<file path="src/rtl/irq_ctrl_pkg.sv">
package irq_ctrl_pkg;
  localparam int unsigned SRC_DMA    = 3;
  localparam int unsigned SRC_SERIAL = 7;
  localparam int unsigned SRC_SOUND  = 9;

  typedef enum logic {
    ACC_HALF = 1'b0,
    ACC_WORD = 1'b1
  } acc_width_e;
endpackage

</file>
<file path="src/rtl/irq_ctrl_decode.sv">
module irq_ctrl_decode #(
  parameter int unsigned ADDR_W   = 12,
  parameter int unsigned NUM_SRC  = 11,
  parameter logic [ADDR_W-1:0] STAT_OFS = 12'h070,
  parameter logic [ADDR_W-1:0] MASK_OFS = 12'h074
) (
  input  logic               sel,
  input  logic               we,
  input  logic               wide,
  input  logic [ADDR_W-1:0]  addr,
  input  logic [31:0]        wdata,
  output logic               stat_hit,
  output logic               mask_hit,
  output logic               stat_wr,
  output logic               mask_wr,
  output logic [NUM_SRC-1:0] wval
);
  import irq_ctrl_pkg::*;
  localparam logic [31:0] HALF_KEEP = 32'h0000_FFFF;

  logic [31:0] wval32;

  always_comb begin
    stat_hit = sel && (addr == STAT_OFS);
    mask_hit = sel && (addr == MASK_OFS);
    stat_wr  = stat_hit && we;
    mask_wr  = mask_hit && we;
    wval32   = (acc_width_e'(wide) == ACC_WORD) ? wdata : (wdata & HALF_KEEP);
    wval     = wval32[NUM_SRC-1:0];
  end
endmodule

</file>
<file path="src/rtl/irq_ctrl_status.sv">
module irq_ctrl_status #(
  parameter int unsigned NUM_SRC = 11
) (
  input  logic               clk,
  input  logic               rst_n,
  input  logic               ack_wr,
  input  logic [NUM_SRC-1:0] ack_val,
  input  logic [NUM_SRC-1:0] mask_q,
  input  logic [NUM_SRC-1:0] src_req,
  output logic [NUM_SRC-1:0] status_q,
  output logic [NUM_SRC-1:0] status_d
);
  logic [NUM_SRC-1:0] kept;

  always_comb begin
    kept     = ack_wr ? (status_q & mask_q & ack_val) : status_q;
    status_d = kept | src_req;
  end

  always_ff @(posedge clk or negedge rst_n) begin
    if (!rst_n) status_q <= '0;
    else        status_q <= status_d;
  end

  AST_SRC_SETS: assert property (@(posedge clk) disable iff (!rst_n)
    (|src_req) |=> ((status_q & $past(src_req)) == $past(src_req)));

  AST_ACK_CLEAR: assert property (@(posedge clk) disable iff (!rst_n)
    (ack_wr && src_req == '0) |=> (status_q == $past(status_q & mask_q & ack_val)));

  AST_ACK_NO_SET: assert property (@(posedge clk) disable iff (!rst_n)
    ack_wr |=> ((status_q & ~$past(status_q) & ~$past(src_req)) == '0));
endmodule

</file>
<file path="src/rtl/irq_ctrl_mask.sv">
module irq_ctrl_mask #(
  parameter int unsigned NUM_SRC = 11
) (
  input  logic               clk,
  input  logic               rst_n,
  input  logic               wr,
  input  logic [NUM_SRC-1:0] wval,
  input  logic [NUM_SRC-1:0] status_q,
  output logic [NUM_SRC-1:0] mask_q,
  output logic [NUM_SRC-1:0] mask_d,
  output logic               recheck
);
  always_comb mask_d = wr ? wval : mask_q;

  always_ff @(posedge clk or negedge rst_n) begin
    if (!rst_n) begin
      mask_q  <= '0;
      recheck <= 1'b0;
    end else begin
      mask_q  <= mask_d;
      recheck <= wr && ((status_q & wval) != '0);
    end
  end

  AST_MASK_STORE: assert property (@(posedge clk) disable iff (!rst_n)
    wr |=> (mask_q == $past(wval)));

  AST_MASK_HOLD: assert property (@(posedge clk) disable iff (!rst_n)
    !wr |=> $stable(mask_q));

  AST_RECHECK_QUIET: assert property (@(posedge clk) disable iff (!rst_n)
    !wr |=> !recheck);
endmodule

</file>
<file path="src/rtl/irq_ctrl.sv">
module irq_ctrl #(
  parameter int unsigned ADDR_W  = 12,
  parameter int unsigned NUM_SRC = 11,
  parameter logic [ADDR_W-1:0] STAT_OFS = 12'h070,
  parameter logic [ADDR_W-1:0] MASK_OFS = 12'h074
) (
  input  logic               clk,
  input  logic               rst_n,
  input  logic               bus_sel,
  input  logic               bus_we,
  input  logic               bus_wide,
  input  logic [ADDR_W-1:0]  bus_addr,
  input  logic [31:0]        bus_wdata,
  output logic [31:0]        bus_rdata,
  input  logic [NUM_SRC-1:0] src_req,
  output logic               irq_out,
  output logic               recheck
);
  localparam logic [31:0] HALF_KEEP = 32'h0000_FFFF;

  logic               stat_hit, mask_hit, stat_wr, mask_wr;
  logic [NUM_SRC-1:0] wval;
  logic [NUM_SRC-1:0] status_q, status_d, mask_q, mask_d;
  logic [31:0]        rd_sel;

  irq_ctrl_decode #(
    .ADDR_W(ADDR_W), .NUM_SRC(NUM_SRC), .STAT_OFS(STAT_OFS), .MASK_OFS(MASK_OFS)
  ) u_decode (
    .sel(bus_sel), .we(bus_we), .wide(bus_wide), .addr(bus_addr), .wdata(bus_wdata),
    .stat_hit(stat_hit), .mask_hit(mask_hit), .stat_wr(stat_wr), .mask_wr(mask_wr),
    .wval(wval)
  );

  irq_ctrl_status #(.NUM_SRC(NUM_SRC)) u_status (
    .clk(clk), .rst_n(rst_n), .ack_wr(stat_wr), .ack_val(wval), .mask_q(mask_q),
    .src_req(src_req), .status_q(status_q), .status_d(status_d)
  );

  irq_ctrl_mask #(.NUM_SRC(NUM_SRC)) u_mask (
    .clk(clk), .rst_n(rst_n), .wr(mask_wr), .wval(wval), .status_q(status_q),
    .mask_q(mask_q), .mask_d(mask_d), .recheck(recheck)
  );

  // Registered line computed from next state, so it lines up with the registers.
  always_ff @(posedge clk or negedge rst_n) begin
    if (!rst_n) irq_out <= 1'b0;
    else        irq_out <= |(status_d & mask_d);
  end

  always_comb begin
    rd_sel = '0;
    if (stat_hit)      rd_sel = 32'(status_q);
    else if (mask_hit) rd_sel = 32'(mask_q);
    bus_rdata = bus_wide ? rd_sel : (rd_sel & HALF_KEEP);
  end

  AST_IRQ_MATCH: assert property (@(posedge clk) disable iff (!rst_n)
    irq_out == |(status_q & mask_q));

  AST_RECHECK_EXPOSE: assert property (@(posedge clk) disable iff (!rst_n)
    (mask_wr && ((status_q & wval) != '0)) |=> recheck);

  AST_UPPER_ZERO: assert property (@(posedge clk) disable iff (!rst_n)
    bus_rdata[31:NUM_SRC] == '0);

  AST_RESET_IDLE: assert property (@(posedge clk)
    !rst_n |-> (!irq_out && !recheck));
endmodule

</file>
<file path="config.mk">
export PLATFORM = sky130hd
export DESIGN_NAME = irq_ctrl
export DESIGN_NICKNAME = d
export VERILOG_FILES = /design/src/rtl/irq_ctrl_pkg.sv /design/src/rtl/irq_ctrl_decode.sv /design/src/rtl/irq_ctrl_status.sv /design/src/rtl/irq_ctrl_mask.sv /design/src/rtl/irq_ctrl.sv
export SDC_FILE = /design/constraint.sdc
export NUM_CORES = 1
export LEC_CHECK = 0
export ABC_CLOCK_PERIOD_IN_PS = 4000
export CAP_MARGIN = 20
export CORE_MARGIN = 2
export CORE_UTILIZATION = 60
export CTS_CLUSTER_DIAMETER = 60
export DETAILED_ROUTE_END_ITERATION = 8
export DONT_BUFFER_PORTS = 1
export PLACE_DENSITY = 0.73
export SLEW_MARGIN = 20
export SYNTH_ARGS = -nofsm -noshare
export SYNTH_HDL_FRONTEND = slang
export SYNTH_HIERARCHICAL = 1
export SYNTH_SLANG_ARGS = --single-unit
</file>
<file path="constraint.sdc">
create_clock -name clk -period 4 [get_ports clk]
set_clock_uncertainty 0.2 [all_clocks]
set_input_delay 0.8 -clock clk [delete_from_list [all_inputs] [get_ports clk]]
set_output_delay 0.8 -clock clk [all_outputs]
set_load 0.05 [all_outputs]
</file>
---- Word level (Yosys, flattened, before mapping) ----
Index checks and enable logic that the tools add are counted.
operators by class
  equality and inequality tests ........... 2
  multiplexer cells ....................... 5
  bitwise operators ....................... 5
  reduce and logical (&&, ||, !) cells .... 7
operators by type and width
  cell                                            number
  two-way mux 32 bit                              2
  bitwise AND 11 bit                              4
  two-way mux 11 bit                              3
  == test 12 x 7 -> 1 bit, second input constant  2
  OR 11 bit                                       1
  nonzero test 11 bit                             1
  OR reduction 11 bit                             1
  logical AND 1 bit                               5
storage, ports and cells
  flip-flop bits (word level) ............. 24
  bits of input ports ..................... 60
  output and inout bits ................... 34
  logic and storage cells ................. 23

---- Logic depth before layout (Yosys ltp) ----
Gate-level depths: netlist (run 1).
  word-level depth ........................ 7
  depth in mapped cells ................... 9
  gate-level depth less buffers ........... 8

---- Modules after synthesis ----
Netlist (run 1), hierarchy kept.
modules (own cells, without submodules)
  module           times used  cells each  area an instance (um2)  sequential area each (um2)
  irq_ctrl_mask    1           31          494.2                   300.3
  irq_ctrl_status  1           34          490.5                   275.3
  irq_ctrl         1           46          361.6                   25.0
  irq_ctrl_decode  1           21          155.1                   0.0

---- Worst setup path before layout (run 1) ----
Ideal clock, no wire load.
  kind .................................... input to output
  from .................................... input bus_addr[11]
  to ...................................... output bus_rdata[8]
  arrival ................................. 2.807 ns
  data required time ...................... 3.000 ns
  setup slack ............................. 0.193 ns
  cell stages on the path ................. 4
  buffers on the path ..................... 0
  path through ............................ or4b_4 > nor4_1 > nand2_1 > o21ai_0
between the ends
  word-level cells in the longest chain between the ends .. 5
  elaborated cells on any way between the ends .. 7
  classes of those cells .................. eq/ne: 2; mux: 3; reduce/logical: 2
RTL lines
  what                     line                   text
  from (decl)              irq_ctrl.sv:12         input logic [ADDR_W-1:0] bus_addr,
  == test 12 x 7 -> 1 bit  irq_ctrl_decode.sv:25  mask_hit = sel && (addr == MASK_OFS);
  logical AND 1 bit        irq_ctrl_decode.sv:25
  named net mask_hit       irq_ctrl.sv:21         logic stat_hit, mask_hit, stat_wr, mask_wr;
  two-way mux 11 bit       irq_ctrl.sv:53         else if (mask_hit) rd_sel = 32'(mask_q);
  two-way mux 32 bit       irq_ctrl.sv:52         if (stat_hit) rd_sel = 32'(status_q);
  two-way mux 32 bit       irq_ctrl.sv:54         bus_rdata = bus_wide ? rd_sel : (rd_sel & HALF_KEEP);
  to (decl)                irq_ctrl.sv:14         output logic [31:0] bus_rdata,
The timed path passes the listed nets, and every way through them passes these cells.

---- Final worst setup path (run 1) ----
  from .................................... input bus_addr[11]
  to ...................................... output bus_rdata[9]
The elaborated chain is that of the path after synthesis.

==> flow_metrics.env, run 1 <==
export IMPL_status="finished clean"
export IMPL_clock_sinks=24
export IMPL_track_usage_pct=21.5
export IMPL_r2r_start="u_status/status_q[9]"
export IMPL_crit_buf_inv=2
export IMPL_drive_gt1_share_pct=34.8
export IMPL_timing_fmax_ghz=0.290
export IMPL_cts_setup_buffers=0
export IMPL_fin_crit_ps=3450
export IMPL_synth_common_cells="buf_4 (33), dfrtp_1 (24), a22o_1 (12)"
export IMPL_grt_max_degree=25
export IMPL_ant_nets=0
export IMPL_synth_area_leader_cell="dfrtp_1"
export IMPL_yosysMostFrequentCell="buf_4"
export IMPL_hold_violations=0
export IMPL_finalCritPeriodShare_pct=86.2
export IMPL_io_buffers=0
export IMPL_synth_edff_count=0
export IMPL_routedWlPerCell_um=18.4
export IMPL_path_clk_slew_ps=120
export IMPL_path_cells="or4b_4, nor4_1, nor2b_1, buf_4, a22o_1, buf_12"
export IMPL_relSlewSlack_pct=64.0
export IMPL_irDropWorstVdd_mv=0.308
export IMPL_r2r_slack_ps=2030
export IMPL_path_delay_family="simple AND/OR/NAND/NOR gates"
export IMPL_tightest_slew_ps=540
export IMPL_die_y_um=54.0
export IMPL_cts_resized=0
export IMPL_cts_max_path_buffers=2
export IMPL_ys_seq_area_share_pct=40.0
export IMPL_rsz0062_at_grt="no"
export IMPL_seqPwrFrac_pct=61.0
export IMPL_cts_tree="yes"
export IMPL_path_max_fanout=10
export IMPL_synth_top_cell_area_share_pct=40.0
export IMPL_rr_endpoint="irq_out"
export IMPL_drt_iter0_drc=30
export IMPL_total_power_mw=0.401
export IMPL_p_int_mw=0.283
export IMPL_max_stage_delay_ps=560
export IMPL_synth_main_ff_cell="dfrtp_1"
export IMPL_cts_hold_buf=1
export IMPL_synth_seq_cells=24
export IMPL_rows=18
export IMPL_synth_area_um2=1500
export IMPL_netlist_cell_type_count=23
export IMPL_combPwrFrac_pct=13.7
export IMPL_wirelength_um=3040
export IMPL_dieArea_um2=2920
export IMPL_swShare_pct=29.5
export IMPL_area_growth_pct=8.50
export IMPL_finalNetCount=197
export IMPL_cp_end_kind="output port"
export IMPL_cap_viol_max_count=0
export IMPL_postSynth_asyncResetShare_pct=100
export IMPL_synthCells=132
export IMPL_ios=94
export IMPL_core_area_um2=2430
export IMPL_crit_slowest_cell="or4b_4"
export IMPL_viasPerCell=6.13
export IMPL_startpoint_type="input port"
export IMPL_crit_arrival_ps=2450
export IMPL_final_setup_viol_count=0
export IMPL_die_w_um=54.0
export IMPL_synth_warnings=6
export IMPL_ys_top_cells_by_area="dfrtp_1 (40%), buf_4 (17%), mux2_2 (8.2%), a311o_1 (7.3%), a22o_1 (7.0%)"
export IMPL_cts_max_level=1
export IMPL_p_switching_mw=0.118
export IMPL_powerDensity_nw_per_um2=246
export IMPL_syn_avg_cell_area_um2=11.4
export IMPL_grt_pass1_vias=946
export IMPL_antenna_cells=0
export IMPL_cts_buffers_inserted=3
export IMPL_grt_overflow=0
export IMPL_pwr_share_clk_pct=25.3
export IMPL_root_buffer="clkbuf_4"
export IMPL_firstDrtPassIters=5
export IMPL_grt_pass1_wl_um=4400
export IMPL_initial_core_util_pct=61.7
export IMPL_antenna_found_initial=0
export IMPL_drc=0
export IMPL_hp_class="input port to asynchronous set/reset pin"
export IMPL_dpl_hpwl_um=2290
export IMPL_r2r_cells=6
export IMPL_cp_required_ps=3000
export IMPL_drv_slew=0
export IMPL_power_leakage_nw=0.688
export IMPL_globalplace_congestion=0.782
export IMPL_vias=1012
export IMPL_setup_worst_path_class="input port to output port"
export IMPL_insertion_delay_ps=310
export IMPL_tns_ps=0
[final cells by class]
class	instances	area, um^2
clock buffers	3	22.5
inverters	1	3.75
well taps	30	37.5
multi-input cells	91	722
fillers	189	803
repair buffers	16	243
flip-flops and latches	24	601
[logic make-up (layout without fill, tap and decap cells)]
| family | Yosys count | after routing | share of synthesized area (%) |
|---|---|---|---|
| AND/OR/NAND/NOR | 26 | 26 | 12.8 |
| multiplexers | 11 | 11 | 8.25 |
| AO/OA/AOI/OAI | 33 | 33 | 20.5 |
| flip-flops | 24 | 24 | 40.0 |
| buffers and inverters | 37 | 20 | 18.2 |
| other | 1 | 21 | 0.250 |
[layout by cell type, fill, tap and decap left out, drive strengths merged, types with 4 or more instances in the layout]
| cell type | Yosys | final |
|---|---|---|
| dfrtp | 24 | 24 |
| conb | 1 | 21 |
| buf | 36 | 16 |
| a22o | 12 | 12 |
| nor2b | 12 | 12 |
| mux2 | 11 | 11 |
| a311o | 11 | 11 |
| nand2 | 4 | 4 |
| a22oi | 4 | 4 |
| nor4 | 4 | 4 |
[power groups by stage]
| stage | Combinational [mW] | Clock (mW) | Sequential (mW) |
|---|---|---|---|
| CTS | 0.0552 | 0.104 | 0.244 |
| finish | 0.0551 | 0.101 | 0.244 |
| global placement | 0.0495 | 0 | 0.249 |
| detailed placement | 0.0497 | 0 | 0.249 |
| floorplan | 0.0741 | 0 | 0.249 |
| global route | 0.0587 | 0.113 | 0.244 |
[flip-flops by register name, indices dropped and copies added (netlist names)]
signal	cells
irq_out	1
u_mask/mask_q	11
u_mask/recheck	1
u_status/status_q	11
[worst max-delay path by stage]
stage            startpoint            to  slack, ps  cells after the start
6_report       bus_addr[11]  bus_rdata[9]        550                      6
5_1_grt        bus_addr[11]  bus_rdata[9]        480                      6
4_1_cts        bus_addr[11]  bus_rdata[9]        560                      6
3_5_place_dp   bus_addr[11]  bus_rdata[9]        570                      6
3_3_place_gp   bus_addr[11]  bus_rdata[9]        560                      6
2_1_floorplan  bus_addr[11]  bus_rdata[8]        190                      4
[stage by stage]
stage	hold WS (ps)	instances	worst slack (ps)	cell area, um^2	util [%]
4_1_cts	373	165	557	1630	67.2
2_1_floorplan	304	152	193	1580	-
3_3_place_gp	305	161	562	1600	65.8
6_report	247	165	550	1630	67.0
5_1_grt	282	165	478	1630	67.0
3_5_place_dp	305	161	566	1600	65.8
[routing by layer]
layer | global-route usage (%) | vias to the layer above | part of all wire, %
li1 | - | 459 | -
met1 | 26.7 | 503 | 41
met2 | 34.8 | 46 | 49
met3 | 9.44 | 4 | 9.6
met4 | 4.58 | 0 | 1.2
met5 | 0 | - | 0
(Power assumes the default switching activity.)
==> inputs of run 2 (changes only) <==
- ABC_AREA: default -> 1
- SLEW_MARGIN: 20 -> default
==> run 2 against run 1 <==
Compared with the run above:
- cell area increased by 4.2%
- area after synthesis increased by 17%
- combinational power increased by 17%
- synthesized cell count increased by 73%
- sequential power about the same
- largest cell class unchanged
- largest power group unchanged
==> flow_metrics.env, run 2 <==
export IMPL_synth_area_um2=1750
export IMPL_firstDrtPassIters=4
export IMPL_drt_iter0_drc=33
export IMPL_synth_warnings=6
export IMPL_path_max_fanout=12
export IMPL_postSynth_asyncResetShare_pct=100
export IMPL_mostFrequentLayoutCells="nand2_1 (93), dfrtp_1 (24), inv_1 (22)"
export IMPL_powerDensity_nw_per_um2=283
export IMPL_rsz0062_at_grt="no"
export IMPL_synth_common_cells="nand2_1 (93), buf_4 (33), dfrtp_1 (24)"
export IMPL_synth_area_leader_cell="dfrtp_1"
export IMPL_rr_endpoint="irq_out"
export IMPL_die_w_um=58.0
export IMPL_power_leakage_nw=0.918
export IMPL_r2r_slack_ps=2660
export IMPL_path_clk_slew_ps=130
export IMPL_cp_end_kind="output port"
export IMPL_drive_gt1_share_pct=21.2
export IMPL_layout_commonest_cell="nand2_1"
export IMPL_r2r_start="u_mask/mask_q[6]"
export IMPL_wirelength_um=2940
export IMPL_r2r_cells=5
export IMPL_grt_overflow=0
export IMPL_antenna_found_initial=0
export IMPL_crit_end="bus_rdata[9]"
export IMPL_startpoint_type="input port"
export IMPL_routedWlPerCell_um=11.6
export IMPL_grt_pass1_vias=1035
export IMPL_synth_edff_count=0
export IMPL_grt_pass1_wl_um=4500
export IMPL_synth_top_cell_area_share_pct=34.3
export IMPL_status="finished clean"
export IMPL_drc=0
export IMPL_tightest_slew_ps=696
export IMPL_root_buffer="clkbuf_4"
export IMPL_cts_setup_buffers=0
export IMPL_grt_max_degree=25
export IMPL_antenna_cells=0
export IMPL_crit_start="bus_addr[10]"
export IMPL_cap_viol_max_count=0
export IMPL_relSlewSlack_pct=53.4
export IMPL_timing_fmax_ghz=0.338
export IMPL_crit_arrival_ps=1960
export IMPL_ys_seq_area_share_pct=34.3
export IMPL_placed_cells=247
export IMPL_insertion_delay_ps=310
export IMPL_tns_ps=0
export IMPL_irDropWorstVdd_mv=0.281
export IMPL_drv_slew=0
export IMPL_core_area_um2=2760
export IMPL_synth_seq_cells=24
export IMPL_synthCells=229
export IMPL_reg_largest_list="u_mask/mask_q (11), u_status/status_q (11)"
export IMPL_track_usage_pct=17.4
export IMPL_cts_tree="yes"
export IMPL_syn_avg_cell_area_um2=7.65
export IMPL_cts_max_level=1
export IMPL_cp_required_ps=3000
export IMPL_yosysMostFrequentCell="nand2_1"
export IMPL_hp_class="flop to flop"
export IMPL_globalplace_congestion=0.760
export IMPL_fin_crit_ps=2960
export IMPL_clock_sinks=24
export IMPL_initial_core_util_pct=63.5
export IMPL_ant_nets=0
export IMPL_area_growth_pct=-3.07
export IMPL_rows=19
export IMPL_synth_main_ff_cell="dfrtp_1"
export IMPL_cts_buffers_inserted=3
export IMPL_die_y_um=58.0
export IMPL_setup_worst_path_class="input port to output port"
export IMPL_stdcell_count=253
export IMPL_dieArea_um2=3370
export IMPL_ys_top_cells_by_area="dfrtp_1 (34%), nand2_1 (20%), buf_4 (14%), mux2_4 (7.7%), nand3_2 (6.3%)"
export IMPL_multi_input_area_um2=852
export IMPL_io_buffers=0
export IMPL_cts_max_path_buffers=2
export IMPL_finalNetCount=283
export IMPL_nFillCells=256
export IMPL_seq_area_um2=601
export IMPL_vias=1209
export IMPL_finalCritPeriodShare_pct=74.0
export IMPL_dpl_hpwl_um=2160
export IMPL_netlist_cell_type_count=15
export IMPL_viasPerCell=4.78
export IMPL_hold_violations=0
export IMPL_final_setup_viol_count=0
export IMPL_ios=94
-- run 2: metrics by stage --
step	utilization [%]	setup slack (ps)	total power, mW	hold slack, ps	area, um^2
6_report	61.6	1040	0.480	333	1700
5_1_grt	61.6	969	0.503	366	1700
4_1_cts	60.6	1030	0.483	337	1670
3_5_place_dp	58.3	1030	0.305	305	1610
3_3_place_gp	58.3	1040	0.305	305	1610
2_1_floorplan	-	1190	0.329	282	1830
-- run 2: cells by family (layout without fill, tap and decap cells) --
family / after synthesis / in the layout / share of synthesized area (%)
mux: 11 / 11 / 9.00
other cells: 1 / 21 / 0.214
flops: 24 / 24 / 34.3
simple gates: 133 / 133 / 34.9
buf+inv: 60 / 33 / 21.6
-- run 2: layer usage --
layer	vias up	share of wire, %	GRT usage, %
met5	-	0	0
met3	4	9.0	5.13
met2	54	48	29.5
li1	624	-	-
met4	0	0.92	3.99
met1	527	42	21.8
-- run 2: worst max-delay path: stages --
cell and delay, ps:
inv_1 20, nand2_1 50, nor2_1 40, nand2_2 90, nor2_1 50, buf_4 180
inv_2 260, nand3_2 100, nand2_1 370
-- run 2: how the worst min path moves through the flow --
stage	slack [ps]	from	endpoint	cells past startpoint
finish	330	u_status/status_q[3]	u_status/status_q[3]	2
global route	370	u_status/status_q[10]	u_status/status_q[10]	2
CTS	340	u_status/status_q[9]	u_status/status_q[9]	2
detailed placement	310	rst_n	u_status/status_q[6]	0
global placement	300	rst_n	u_status/status_q[9]	0
floorplan	280	u_status/status_q[8]	u_status/status_q[8]	2
-- run 2: power by group --
group	total, mW	leakage [nW]	switching, mW	internal (mW)
sequential	0.244	0.278	0.00131	0.243
clock	0.171	0.0279	0.0699	0.101
combinational	0.0642	0.613	0.0552	0.00893
-- run 2: area by class of cell --
class / instances / share of cell area, %
clock buffers: 3 / 1.33
repair buffers: 6 / 3.98
clock inverters: 1 / 1.77
well taps: 31 / 2.28
multi-input cells: 165 / 50.2
flip-flops and latches: 24 / 35.4
inverters: 23 / 5.08
-- run 2: repair_timing --
action,CTS,global route
endpoints found under the setup margin,0,0
hold buffers,1,0
resized for setup,0,0
hold endpoints to repair,24,0
==> inputs of run 3 (changes only) <==
- ABC_CLOCK_PERIOD_IN_PS: 4000 -> 2700
- CORE_UTILIZATION: 60 -> 57
- PLACE_DENSITY: 0.73 -> 0.72
- clock period: 4 -> 2.7 ns (I/O delays scaled with it)
==> run 3 against run 2 <==
Compared with the run above:
- clock power is 8% higher
- clock-buffer cell count is 1 higher
- combinational power is 47% higher
- die area is 4.9% higher
- via count is 5.0% higher
- hold slack worse by 200 ps
- first-iteration DRC count is 24% higher
- global-route usage is 1.1 points higher
- sequential power is 48% higher
- critical path depth stayed put
- worst setup slack worse by 610 ps
==> flow_metrics.env, run 3 (synthesis results as in run 2) <==
export IMPL_status="finished clean"
export IMPL_antenna_cells=0
export IMPL_p_int_mw=0.455
export IMPL_finalNetCount=292
export IMPL_crit_end="bus_rdata[9]"
export IMPL_path_clk_slew_ps=120
export IMPL_dieArea_um2=3530
export IMPL_finalCritPeriodShare_pct=84.0
export IMPL_path_delay_family="simple AND/OR/NAND/NOR gates"
export IMPL_whs_ps=138
export IMPL_drv_slew=0
export IMPL_root_buffer="clkbuf_4"
export IMPL_cap_viol_max_count=0
export IMPL_setup_worst_path_class="input port to output port"
export IMPL_cp_required_ps=1960
export IMPL_area_growth_pct=5.57
export IMPL_fin_crit_ps=2270
export IMPL_rr_endpoint="irq_out"
export IMPL_die_y_um=59.4
export IMPL_drt_iter0_drc=41
export IMPL_cp_depth=9
export IMPL_dpl_hpwl_um=2360
export IMPL_grt_overflow=0
export IMPL_io_buffers=0
export IMPL_initial_core_util_pct=58.8
export IMPL_grt_max_degree=25
export IMPL_total_power_mw=0.641
export IMPL_crit_slowest_cell="nor2_1"
export IMPL_rows=20
export IMPL_grt_pass1_wl_um=4800
export IMPL_vias=1270
export IMPL_cts_max_path_buffers=2
export IMPL_path_max_fanout=11
export IMPL_tns_ps=0
export IMPL_drc=0
export IMPL_routedWlPerCell_um=11.8
export IMPL_path_common_cell="nand2_1"
export IMPL_r2r_slack_ps=1360
export IMPL_cts_tree="yes"
export IMPL_max_stage_delay_ps=190
export IMPL_startpoint_type="input port"
export IMPL_core_area_um2=2980
export IMPL_die_w_um=59.4
export IMPL_swShare_pct=29.0
export IMPL_seqPwrFrac_pct=56.4
export IMPL_wirelength_um=3120
export IMPL_crit_start="bus_addr[7]"
export IMPL_hp_class="input port to flop"
export IMPL_antenna_found_initial=0
export IMPL_irDropWorstVdd_mv=0.201
export IMPL_cts_max_level=1
export IMPL_cts_setup_buffers=0
export IMPL_cp_end_kind="output port"
export IMPL_globalplace_congestion=0.768
export IMPL_crit_arrival_ps=1530
export IMPL_r2r_start="u_mask/mask_q[3]"
export IMPL_powerDensity_nw_per_um2=347
export IMPL_crit_buf_inv=3
export IMPL_ant_nets=0
export IMPL_ios=94
export IMPL_rsz0062_at_grt="no"
export IMPL_pwr_share_clk_pct=28.8
export IMPL_path_cells="inv_1, nand2_1, nor2_2, nand2_2, nor2_1, inv_2, nand3_2, nand2_1, buf_12"
export IMPL_timing_fmax_ghz=0.441
export IMPL_r2r_cells=5
export IMPL_combPwrFrac_pct=14.7
export IMPL_insertion_delay_ps=310
export IMPL_power_leakage_nw=0.981
export IMPL_hold_violations=0
export IMPL_mostFrequentLayoutCells="nand2_1 (93), dfrtp_1 (24), inv_1 (22)"
export IMPL_cts_buffers_inserted=3
export IMPL_layout_commonest_cell="nand2_1"
export IMPL_grt_pass1_vias=1119
export IMPL_final_setup_viol_count=0
export IMPL_fin_util_pct=62.1
export IMPL_p_switching_mw=0.186
export IMPL_firstDrtPassIters=4
export IMPL_reg_largest_list="u_mask/mask_q (11), u_status/status_q (11)"
export IMPL_drive_gt1_share_pct=24.2
export IMPL_viasPerCell=4.81
export IMPL_clock_sinks=24
export IMPL_track_usage_pct=18.5
[run 3: changes by cell type in the layout (fill, tap and decap cells not counted), sizes merged]
cell	delta
buf	+8
clkbuf	+2
bufinv	-1
[run 3: power by group through the flow]
stage          Clock, mW  Combinational [mW]  Sequential [mW]
2_1_floorplan          0               0.118            0.369
3_3_place_gp           0              0.0824            0.369
3_5_place_dp           0              0.0827            0.369
4_1_cts            0.191              0.0909            0.362
5_1_grt            0.210               0.102            0.362
6_report           0.185              0.0945            0.362
[run 3: per-layer routing]
metal | up-vias | part of all wire (%) | global-route usage, %
met1 | 578 | 44 | 22.9
met5 | - | 0 | 0
met4 | 0 | 1.5 | 8.77
met3 | 4 | 6.7 | 3.93
met2 | 46 | 48 | 30.5
li1 | 642 | - | -
[run 3: area by class of cell]
cell class | count | area (um^2)
clock buffers | 4 | 36.3
fillers | 257 | 1130
inverters | 23 | 86.3
multi-input cells | 165 | 852
flip-flops and latches | 24 | 601
well taps | 33 | 41.3
repair buffers | 15 | 233
[run 3: what timing repair did]
item	CTS	global route
hold endpoints to repair	24	0
hold buffers	1	0
gates resized for setup	0	0
[run 3: through the flow]
stage	setup WS, ps	instances	instance area (um^2)
after floorplan	411	249	1830
after global routing	345	264	1850
final	431	264	1850
after detailed placement	420	258	1780
after global placement	433	258	1780
after CTS	413	263	1820
[run 3: how the worst min path moves through the flow]
stage	from	end	slack [ps]	depth (start not counted)
4_1_cts	src_req[3]	u_status/status_q[3]	140	2
6_report	src_req[0]	u_status/status_q[0]	140	2
5_1_grt	src_req[9]	u_status/status_q[9]	130	2
3_3_place_gp	rst_n	u_status/status_q[4]	40	0
3_5_place_dp	rst_n	irq_out	40	0
2_1_floorplan	rst_n	irq_out	40	0
